--- src/rtl/txpin_pkg.sv ---
package txpin_pkg;
  typedef enum logic {
    OWN_PORT = 1'b0,
    OWN_TX   = 1'b1
  } owner_e;

  localparam logic RST_LATCH = 1'b0;
  localparam logic RST_DIR   = 1'b0;
  localparam logic RST_WOM   = 1'b0;
endpackage

--- src/rtl/txpin_regs.sv ---
module txpin_regs
  import txpin_pkg::*;
(
  input  logic clk,
  input  logic rst_n,
  input  logic port_wr,
  input  logic port_wdata,
  input  logic dir_wr,
  input  logic dir_wdata,
  input  logic wom_wr,
  input  logic wom_wdata,
  output logic latch_q,
  output logic dir_q,
  output logic wom_q
);
  // The latch is written whoever owns the pin; ownership only gates the pad.
  always_ff @(posedge clk or negedge rst_n) begin
    if (!rst_n) begin
      latch_q <= RST_LATCH;
      dir_q   <= RST_DIR;
      wom_q   <= RST_WOM;
    end else begin
      if (port_wr) latch_q <= port_wdata;
      if (dir_wr)  dir_q   <= dir_wdata;
      if (wom_wr)  wom_q   <= wom_wdata;
    end
  end
endmodule

--- src/rtl/txpin_owner.sv ---
module txpin_owner
  import txpin_pkg::*;
(
  input  logic   clk,
  input  logic   rst_n,
  input  logic   tx_en,
  input  logic   tx_busy,
  output owner_e owner_q
);
  owner_e owner_d;

  always_comb begin
    owner_d = owner_q;
    unique case (owner_q)
      OWN_PORT: if (tx_en) owner_d = OWN_TX;
      OWN_TX:   if (!tx_en && !tx_busy) owner_d = OWN_PORT;
      default:  owner_d = OWN_PORT;
    endcase
  end

  // The register feeds the output enable, so a change of owner never glitches it.
  always_ff @(posedge clk or negedge rst_n) begin
    if (!rst_n) owner_q <= OWN_PORT;
    else        owner_q <= owner_d;
  end
endmodule

--- src/rtl/txpin_drive.sv ---
module txpin_drive
  import txpin_pkg::*;
(
  input  owner_e owner,
  input  logic   tx_data,
  input  logic   latch,
  input  logic   dir,
  input  logic   wom,
  output logic   pad_out,
  output logic   pad_oe
);
  logic src_val;
  logic src_en;

  always_comb begin
    src_val = (owner == OWN_TX) ? tx_data : latch;
    src_en  = (owner == OWN_TX) | dir;
    // Open drain: drop the high-side drive and float the pad for a 1.
    pad_oe  = src_en & (~wom | ~src_val);
    pad_out = wom ? 1'b0 : src_val;
  end
endmodule

--- src/rtl/txpin_readback.sv ---
module txpin_readback (
  input  logic dir,
  input  logic latch,
  input  logic pad_in,
  output logic rd_data
);
  assign rd_data = dir ? latch : pad_in;
endmodule

--- src/rtl/txpin_arbiter.sv ---
module txpin_arbiter
  import txpin_pkg::*;
(
  input  logic clk,
  input  logic rst_n,
  input  logic port_wr,
  input  logic port_wdata,
  input  logic dir_wr,
  input  logic dir_wdata,
  input  logic wom_wr,
  input  logic wom_wdata,
  input  logic tx_en,
  input  logic tx_busy,
  input  logic tx_data,
  input  logic pad_in,
  output logic pad_out,
  output logic pad_oe,
  output logic rd_data
);
  logic   latch_q;
  logic   dir_q;
  logic   wom_q;
  owner_e owner_q;

  txpin_regs u_regs (
    .clk        (clk),
    .rst_n      (rst_n),
    .port_wr    (port_wr),
    .port_wdata (port_wdata),
    .dir_wr     (dir_wr),
    .dir_wdata  (dir_wdata),
    .wom_wr     (wom_wr),
    .wom_wdata  (wom_wdata),
    .latch_q    (latch_q),
    .dir_q      (dir_q),
    .wom_q      (wom_q)
  );

  txpin_owner u_owner (
    .clk     (clk),
    .rst_n   (rst_n),
    .tx_en   (tx_en),
    .tx_busy (tx_busy),
    .owner_q (owner_q)
  );

  txpin_drive u_drive (
    .owner   (owner_q),
    .tx_data (tx_data),
    .latch   (latch_q),
    .dir     (dir_q),
    .wom     (wom_q),
    .pad_out (pad_out),
    .pad_oe  (pad_oe)
  );

  txpin_readback u_rb (
    .dir     (dir_q),
    .latch   (latch_q),
    .pad_in  (pad_in),
    .rd_data (rd_data)
  );
endmodule

--- config.mk ---
export PLATFORM = sky130hd
export DESIGN_NAME = txpin_arbiter
export DESIGN_NICKNAME = d
export VERILOG_FILES = /design/src/rtl/txpin_pkg.sv /design/src/rtl/txpin_regs.sv /design/src/rtl/txpin_owner.sv /design/src/rtl/txpin_drive.sv /design/src/rtl/txpin_readback.sv /design/src/rtl/txpin_arbiter.sv
export SDC_FILE = /design/constraint.sdc
export NUM_CORES = 1
export LEC_CHECK = 0
export ABC_AREA = 1
export BUFFER_PORTS_ARGS = -buffer_cell sky130_fd_sc_hd__buf_2
export CAP_MARGIN = 20
export CORE_AREA = 3 3 40 42
export CTS_CLUSTER_DIAMETER = 30
export DETAILED_ROUTE_END_ITERATION = 12
export DIE_AREA = 0 0 43 45
export PLACE_DENSITY_LB_ADDON = 0.3
export RECOVER_POWER = 50
export SLEW_MARGIN = 0
export SYNTH_ARGS = -nofsm -noshare
export SYNTH_HDL_FRONTEND = slang
export SYNTH_SLANG_ARGS = --single-unit
--- constraint.sdc ---
create_clock -name clk -period 0.9 [get_ports clk]
set_input_delay 0.045 -clock clk [delete_from_list [all_inputs] [get_ports clk]]
set_output_delay 0.045 -clock clk [all_outputs]
set_load 0.01 [all_outputs]
==> qor.txt <==
===========================================================================================
Status ....................................................................... finished, violations left
Violations in the final reports .............................................. setup timing
Final-report hold violation count ............................................            0
Net Count, Synth .............................................................           35
Synthesized netlist cell count ...............................................           23
Count of standard-cell rows ..................................................           13
Number of design-rule violations left by the first detailed-router iteration .            4
Pin slew with the least headroom to its limit ................................    0.2247 ns
Number of warning messages in the yosys log ..................................            0
Max Transition Viols Final ...................................................            0
Number of maximum-capacitance violations .....................................            0
Sum of routed wire length over all layers ....................................  474 microns
Sequential cell area fraction in the yosys report ............................       0.5263
Main flop type after synthesis ...............................................      dfrtp_1
Remaining global-route overflow ..............................................            0
Largest clock skew in the final design .......................................         0 ns
Gr usage total ...............................................................      0.06773
Cell with the largest stage delay on the worst path ..........................      dfrtp_1
Count of clock tree sinks ....................................................            4
Power per unit of standard cell area ......................................... 1607 nW/um^2
Number of detailed-routing iterations run before antenna repair ..............            4
Critical path start-end classification ....................................... flip-flop to output pin
Final worst path period share ................................................        1.180
Maximum frequency from static timing analysis ................................   0.9416 GHz
Startpoint type of the worst setup path ......................................    flip-flop
Clk pin slew, worst setup/hold paths .........................................      0.04 ns
Final Cell Area ..............................................................  327.8 sq um
Number of input and output port buffers inserted .............................           14
Synth top area share .........................................................       0.5263
Post-place instance area .....................................................  279.0 sq um
Number of fillers in the final layout ........................................          145
Slew margin rel. .............................................................       0.8502
Series of cell instances along the critical path ............................. nand2_1 -> nand2_1 -> a21oi_2 -> buf_2
Die X-Extent .................................................................   43 microns
Area of the mapped netlist ...................................................  190.2 sq um
Weighted congestion reported at the end of routability-driven placement ......       0.7470
Number of buffers on the longest clock path ..................................            2
Unrepaired setup endpoints after global routing ..............................          yes
Worst endpoint data arrival time .............................................      1.02 ns
Final routed wire length divided by cell count ............................... 8.172 microns
Distinct cell type count of the synthesized netlist ..........................           10
Clock tree from TritonCTS ....................................................         done
Clock buffers created by TritonCTS ...........................................            3
Height of the die ............................................................   45 microns
Worst hold-check slack .......................................................   0.01500 ns
Worst-skew pair later-pin latency ............................................      0.23 ns
Period minus WS final ........................................................     1.062 ns
Final count of negative-setup-slack endpoints ................................            3
Detailed-route DRC error count ...............................................            0
Most prevalent standard cell on the critical path ............................      nand2_1
Core utilization of the finished layout ......................................       0.2551
Maximum cell stage delay along the critical path .............................      0.40 ns
First-pass GRT wire length ...................................................  883 microns
Post-route antenna net violation count .......................................            0
Vias in the first global route ...............................................          224
Half-perimeter wire length after detailed placement .......................... 379.1 microns
Starting density of the core .................................................       0.1480
Peak VDD IR ..................................................................  0.0005218 V
Drt via density ..............................................................        3.552
Synthesis-to-finish area growth ..............................................       72.37%
Leakage ......................................................................    0.1783 nW
Total Nets Final .............................................................           57
Total die area ...............................................................   1935 sq um
Number of flops mapped to enable cells by yosys ..............................            0
Post-synthesis sequential element count ......................................            4
Post-synth top cells ......................................................... nand2_1 (6), dfrtp_1 (4), o21ai_0 (4)
Area of the placeable core ...................................................   1285 sq um
Count of pins on the block boundary ..........................................           15
Proportion of synthesized flip-flops having asynchronous set or reset ........        1.000
Setup TNS Final ..............................................................   -0.3822 ns
Clock H-tree levels ..........................................................            1
Worst setup slack after layout ...............................................   -0.1620 ns
Largest area contributor in the netlist ......................................      dfrtp_1
Fraction of final layout cells sized beyond drive strength 1 .................       0.5116
Number of diodes .............................................................            0
Maximum number of pins on one net before global-route repair .................            5
Required time worst endpoint .................................................      0.85 ns
Synthesized area divided by synthesized cell count ...........................  8.269 sq um
Clock root cell ..............................................................     clkbuf_4
Number of antenna violations at the first check in global routing ............            0
Most frequent cell after synthesis ...........................................      nand2_1
Biggest fanout along the worst timing path ...................................            4
CP endpoint kind .............................................................   output pin
Class of the most critical hold timing path .................................. input port to flip-flop
Main area contributors after synthesis ....................................... dfrtp_1 (53%), nand2_1 (12%), o21ai_0 (11%), inv_1 (5.9%), a21o_2 (4.6%)
Vias after detailed routing ..................................................          206
===========================================================================================
## cell usage in the layout, fill, tap and decap left out, drive strengths merged
master / netlist / final
dfrtp: 4 / 4
a21oi: 2 / 2
nor2: 1 / 1
o21ai: 4 / 4
nand2: 7 / 7
dlygate4sd3: 0 / 2
a21o: 1 / 1
buf: 0 / 14
clkbuf: 0 / 4
inv: 4 / 4
## critical path, delay by kind of cell, from the launching register on
kind,cells,cell delay (ns)
buffers and inverters,1,0.13
AND/OR/NAND/NOR,2,0.15
flip-flops,1,0.40
AO/OA/AOI/OAI,1,0.10
## power by group
part           internal, mW  switching, mW
registers             0.196         0.0129
clock network         0.149         0.0702
logic                0.0531         0.0456
## worst paths after layout
kind / startpoint / endpoint / slack [ns] / cells past startpoint
max: u_owner.owner_q / pad_oe / -0.16 / 4
min: dir_wr / u_regs.dir_q / 0.01 / 2
max reg2reg: u_owner.owner_q / u_owner.owner_q / 0.07 / 2
min reg2reg: u_regs.dir_q / u_regs.dir_q / 0.56 / 2
max in group asynchronous: rst_n / u_regs.latch_q / 0.53 / 2
min in group asynchronous: rst_n / u_regs.dir_q / 0.18 / 2
## flip-flops by register name, summed over array words and instances (netlist names)
register,count
u_owner.owner_q,1
u_regs.dir_q,1
u_regs.latch_q,1
u_regs.wom_q,1
## metrics by stage
step	setup WS, ns	total power [mW]	std cells
4_1_cts	-0.1832	0.5427	57
2_1_floorplan	0.1629	0.2512	23
6_report	-0.1620	0.5269	58
3_5_place_dp	0.06965	0.2997	52
3_3_place_gp	0.08376	0.2989	52
5_1_grt	-0.2493	0.5657	58
## cell type report
| class | count | area, sq um | area share |
|---|---|---|---|
| clock buffers | 3 | 22.52 | 0.06870 |
| well taps | 15 | 18.77 | 0.05725 |
| repair buffers | 17 | 96.34 | 0.2939 |
| inverters | 4 | 15.01 | 0.04580 |
| multi-input cells | 15 | 75.07 | 0.2290 |
| flip-flops and latches | 4 | 100.1 | 0.3053 |
## routing by layer
metal  global-route usage  vias up  wire [microns]
met3              0.03187        0              94
met4              0.09036        0               0
met1              0.08049       78             224
met2              0.07485       15             155
li1                     -      113               -
met5                    0        -               0
## logic make-up (layout without fill, tap and decap cells)
logic type | Yosys count | count (layout) | share of synthesized area
buf+inv | 4 | 24 | 0.07892
compound gates | 7 | 7 | 0.2237
simple gates | 8 | 8 | 0.1710
flops | 4 | 4 | 0.5263
## timing repair
item | 4_1_cts | 5_1_grt
buffers inserted | 0 | 1
hold endpoints to repair | 5 | 0
setup endpoints to repair | 3 | 3
cloned | 0 | 0
resized for setup | 2 | 0
hold buffers | 2 | 0
Power figures use the tool's default switching activity.
